**src/rtl/wk_pkg.sv**
```systemverilog
// wk_pkg: shared width and command bundle for the wakeup timer.
// Assumes a single clock domain; the tick is an enable, not a clock.
package wk_pkg;
    localparam int WK_CW = 35;

    typedef struct packed {
        logic load;
        logic start;
        logic stop;
        logic tick;
    } wk_cmd_t;
endpackage

```
**src/rtl/wk_count.sv**
```systemverilog
// wk_count: the count register. Loads or decrements by one with wrap.
// Assumes the controller resolves the run state; load has priority.
module wk_count #(
    parameter int CW = wk_pkg::WK_CW
) (
    input  logic          clk,
    input  logic          rst_n,
    input  logic          do_load,
    input  logic          do_dec,
    input  logic [CW-1:0] load_val,
    output logic [CW-1:0] cnt,
    output logic          is_one,
    output logic          is_zero
);
    localparam logic [CW-1:0] ONE = {{(CW-1){1'b0}}, 1'b1};

    // Count register: load wins, otherwise a two's-complement decrement.
    always_ff @(posedge clk) begin
        if (!rst_n)       cnt <= '0;
        else if (do_load) cnt <= load_val;
        else if (do_dec)  cnt <= cnt - ONE;
    end

    // Terminal-value decode used by the expiry logic.
    always_comb begin
        is_one  = (cnt == ONE);
        is_zero = (cnt == '0);
    end
endmodule

```
**src/rtl/wk_ctrl.sv**
```systemverilog
// wk_ctrl: run state, once-per-load expiry, sticky status and interrupt arm.
// Assumes command inputs are synchronous levels sampled each edge.
module wk_ctrl
    import wk_pkg::*;
(
    input  logic    clk,
    input  logic    rst_n,
    input  wk_cmd_t cmd,
    input  logic    irq_en,
    input  logic    stat_clr,
    input  logic    cnt_is_one,
    input  logic    cnt_is_zero,
    output logic    run,
    output logic    do_load,
    output logic    do_dec,
    output logic    expired,
    output logic    irq
);
    logic fired;   // expiry already reported for the current load
    logic armed;   // irq_en as captured at the last load
    logic expire_evt;

    // Decode which datapath action this edge performs.
    always_comb begin
        do_load    = cmd.load;
        do_dec     = run && cmd.tick && !cmd.load;
        expire_evt = do_dec && !fired && (cnt_is_one || cnt_is_zero);
    end

    // Run state: stop has priority over start.
    always_ff @(posedge clk) begin
        if (!rst_n)         run <= 1'b0;
        else if (cmd.stop)  run <= 1'b0;
        else if (cmd.start) run <= 1'b1;
    end

    // Once-per-load latch: set at expiry, cleared by a load, set at reset.
    always_ff @(posedge clk) begin
        if (!rst_n)          fired <= 1'b1;
        else if (do_load)    fired <= 1'b0;
        else if (expire_evt) fired <= 1'b1;
    end

    // Sticky status: load clears, expiry sets over a software clear.
    always_ff @(posedge clk) begin
        if (!rst_n)          expired <= 1'b0;
        else if (do_load)    expired <= 1'b0;
        else if (expire_evt) expired <= 1'b1;
        else if (stat_clr)   expired <= 1'b0;
    end

    // Interrupt arm: irq_en is sampled only at load.
    always_ff @(posedge clk) begin
        if (!rst_n)       armed <= 1'b0;
        else if (do_load) armed <= irq_en;
    end

    // Interrupt/wake line.
    always_comb irq = expired && armed;
endmodule

```
**src/rtl/wk_timer.sv**
```systemverilog
// wk_timer: top of the sleep-period wakeup down-counter.
// Assumes tick_en is a one-cycle enable derived from a slow time base.
module wk_timer #(
    parameter int CW = wk_pkg::WK_CW
) (
    input  logic          clk,
    input  logic          rst_n,
    input  logic          tick_en,
    input  logic          load,
    input  logic [CW-1:0] load_val,
    input  logic          start,
    input  logic          stop,
    input  logic          irq_en,
    input  logic          stat_clr,
    output logic [CW-1:0] count_o,
    output logic          running_o,
    output logic          expired_o,
    output logic          irq_o
);
    wk_pkg::wk_cmd_t cmd;
    logic do_load, do_dec, is_one, is_zero;

    // Bundle the command inputs.
    always_comb begin
        cmd.load  = load;
        cmd.start = start;
        cmd.stop  = stop;
        cmd.tick  = tick_en;
    end

    wk_ctrl u_ctrl (
        .clk         (clk),
        .rst_n       (rst_n),
        .cmd         (cmd),
        .irq_en      (irq_en),
        .stat_clr    (stat_clr),
        .cnt_is_one  (is_one),
        .cnt_is_zero (is_zero),
        .run         (running_o),
        .do_load     (do_load),
        .do_dec      (do_dec),
        .expired     (expired_o),
        .irq         (irq_o)
    );

    wk_count #(.CW(CW)) u_count (
        .clk      (clk),
        .rst_n    (rst_n),
        .do_load  (do_load),
        .do_dec   (do_dec),
        .load_val (load_val),
        .cnt      (count_o),
        .is_one   (is_one),
        .is_zero  (is_zero)
    );
endmodule

```
**config.mk**
```make
export PLATFORM = sky130hd
export DESIGN_NAME = wk_timer
export DESIGN_NICKNAME = d
export VERILOG_FILES = /design/src/rtl/wk_pkg.sv /design/src/rtl/wk_count.sv /design/src/rtl/wk_ctrl.sv /design/src/rtl/wk_timer.sv
export SDC_FILE = /design/constraint.sdc
export NUM_CORES = 1
export LEC_CHECK = 0
export BUFFER_PORTS_ARGS = -buffer_cell sky130_fd_sc_hd__buf_2
export CAP_MARGIN = 40
export CORE_ASPECT_RATIO = 1.25
export CORE_UTILIZATION = 46
export DETAILED_ROUTE_END_ITERATION = 10
export PLACE_DENSITY = 0.77
export SLEW_MARGIN = 20
export SYNTH_ARGS = -nofsm -noshare
export SYNTH_HDL_FRONTEND = slang
export SYNTH_SLANG_ARGS = --single-unit
```
**constraint.sdc**
```tcl
create_clock -name clk -period 2 [get_ports clk]
set_input_delay 0.2 -clock clk [delete_from_list [all_inputs] [get_ports clk]]
set_output_delay 0.2 -clock clk [all_outputs]
set_load 0.02 [all_outputs]
```
==> results.md <==
* Drt drc at 0
* DR iter-0 viols at 235
* Power per Cell Area at 642 nW/um^2
* Starting density of the core at 47.8%
* Clock network power share at 27.2%
* Max cap viols at 0
* H-tree depth at 2
* Sw Share at 33.6%
* Die H at 83.2 um
* Synth Cell Area at 2430 sq um
* Syn_nets at 347
* Sequential share of the synthesized area at 32.2%
* Startpoint Class: flip-flop
* Setup TNS at 0 ns
* Worst slew pin tran at 0.361 ns
* Clock root buffer: clkbuf_8
* Top FF cell, synth: dfxtp_1
* Area contributors post-synth: dfxtp_1 (32%), o21ai_0 (6.0%), or4_1 (4.3%)
* Critical Path RT at 2.19 ns
* Critical path type: reg2reg
* Comb pwr share at 28.0%
* Max clock buf depth at 2
* Seq pwr share at 44.8%
* CP Capture Type: flip-flop
* Final hold viol count at 0
* Post-synthesis cell count at 302
* Global routing usage on met1 at 34.3%
* CP arrival at 2.10 ns
* Inst Count DP at 453
* Final WL at 7260 um
* Drt pass-1 iters at 4
* M2 GR Usage at 43.3%
* Worst vdd ir at 307 uV
* Core area at 5080 sq um
* Unrepaired setup endpoints after global routing: no
* Hpwl dp at 5330 um
* P_sw at 0.683 mW
* Vias at 2817
* GP Congestion at 0.913
* Total congestion overflow at 0
* Full die area at 5570 sq um
* CTS tree: built
* Clk sinks at 39
* P_int at 1.35 mW
* Worst slew margin at 75.7%
* Largest net degree at the start of global routing at 31
* Fill cell count at 444
* Hold_buf cts at 0
* N_diodes at 0
* Initial antenna violation count at 0
* Max Clock Freq at 0.525 GHz
* Met3 usage at 4.67%
* Post-synth EDFFs at 0
* Wirelength per Cell at 15.7 um
* Avg Inst Size Synth at 8.03 sq um
* Row count at 29
* Number of I/O port buffers at 80
* Final ANT Viol Nets at 0
* Area share of the largest cell type after synthesis at 32.2%
* Clock transition at the registers of the reported paths at 0.08 ns
* Nets at 444
* TritonCTS buffer count at 5
* Outcome: completed
* Area growth syn-to-layout at 30.3%
* Worst Skew at 0.00716 ns
* Lkg Pwr at 1.34 nW
* Tcrit/Tclk final at 95.3%
* IO Count at 81
* Vias in the first global route at 2504
* Global route hottest layer: met2
* Layout cell share with drive strength beyond 1 at 34.1%
* Worst-skew pair later-pin latency at 0.30 ns
* Area leader, netlist: dfxtp_1
* Chip Width at 67.0 um
* First-pass GRT wire length at 11600 um
* Worst Path Max Fanout at 5
* GRT Resource Usage Total at 26.6%
* Via/cell ratio at 6.11
* Distinct cell type count after synthesis at 49
* Min Tclk post-route at 1.91 ns
* Slew Viols, Final at 0
* Post-synth ARST share at 0%
* Synth Register Bits at 39
* Hold Path Class: in2reg
* Hold slack final at 0.0559 ns
* YS warnings at 0
* Endpoints failing setup at 0
* Fin cells at 461
final timing paths:
kind | start | endpoint | slack (ns) | depth (start not counted)
worst max-delay path | u_count.cnt[6] | u_count.cnt[29] | 0.09 | 5
worst min-delay path | stop | u_ctrl.run | 0.06 | 2
worst max register to register | u_count.cnt[6] | u_count.cnt[29] | 0.09 | 5
worst min register to register | u_ctrl.expired | u_ctrl.expired | 0.50 | 2
through the flow:
stage / setup WS [ns] / total power, mW / util (%) / cell area, sq um
2_1_floorplan: 0.0705 / 1.24 / - / 2430
3_3_place_gp: 0.0259 / 1.47 / 60.0 / 3050
3_5_place_dp: 0.0150 / 1.48 / 60.0 / 3050
4_1_cts: 0.0646 / 2.02 / 61.8 / 3140
5_1_grt: 0.00120 / 2.13 / 62.2 / 3160
6_report: 0.0935 / 2.03 / 62.2 / 3160
cells by family after synthesis:
family / share of synthesized area [%]
mux: 0.413
buf+inv: 3.87
flops: 32.2
xor+xnor: 3.61
compound gates: 24.8
fa+ha+maj: 1.03
simple gates: 34.1
sequential cells by signal, indices dropped and copies added, names as in the netlist:
name and count:
u_ctrl.armed 1, u_count.cnt 35, u_ctrl.fired 1, u_ctrl.expired 1
u_ctrl.run 1
power groups by stage:
stage	combinational, mW	sequential, mW	clock (mW)
2_1_floorplan	0.260	0.981	0
3_3_place_gp	0.549	0.920	0
3_5_place_dp	0.556	0.923	0
4_1_cts	0.560	0.906	0.558
5_1_grt	0.621	0.919	0.588
6_report	0.568	0.909	0.553
cell usage in the layout (no fill, tap or decap), types with 5 or more instances in the layout:
master	count
o31ai_1	8
nor2_1	15
a31oi_1	14
nand3_1	12
dfxtp_1	39
buf_2	80
nand4_1	14
nand2_1	14
buf_4	31
nor4_1	6
o21ai_0	29
xor2_1	7
nor3_1	12
and2_1	5
or3_1	8
nand2b_1	9
or4_1	14
a21oi_1	10
o211ai_1	5
clkbuf_8	6
layer usage:
metal,vias to the layer above,share of wire (%)
li1,1384,-
met1,1310,43
met2,110,49
met3,13,6.4
met4,0,1.9
met5,-,0
cells in the mapped netlist, drive strengths merged, types with 4 or more instances:
| cell type | n |
|---|---|
| a31oi | 14 |
| or2 | 4 |
| nor2 | 15 |
| nand4 | 15 |
| buf | 4 |
| xor2 | 7 |
| nand4b | 4 |
| a31o | 4 |
| nand2b | 9 |
| clkbuf | 17 |
| nand3 | 12 |
| or3 | 8 |
| nor4 | 8 |
| a32oi | 4 |
| and2 | 5 |
| o31ai | 8 |
| nor3 | 13 |
| dfxtp | 39 |
| nand2 | 14 |
| o21ai | 29 |
| a21oi | 10 |
| or4 | 14 |
| o211ai | 5 |
area by class of cell:
cell class / instances / area [sq um] / share of cell area [%]
clock buffers: 6 / 82.6 / 2.61
flip-flops and latches: 39 / 781 / 24.7
clock inverters: 1 / 5.00 / 0.158
well taps: 62 / 77.6 / 2.45
inverters: 3 / 11.3 / 0.356
repair buffers: 111 / 633 / 20.0
multi-input cells: 239 / 1570 / 49.7
worst max-delay path, stage by stage (launching register included):
cell and delay [ns]:
dfxtp_1 0.34, nor4_4 0.41, buf_4 0.20, nand4_1 0.20, o31a_2 0.34, o311a_1 0.32
timing repair:
| item | CTS | global route |
|---|---|---|
| gates resized for setup | 1 | 3 |
| buffers inserted | 0 | 1 |
| setup endpoints to repair | 1 | 5 |
Note: power is estimated with default switching activity, not from simulation.
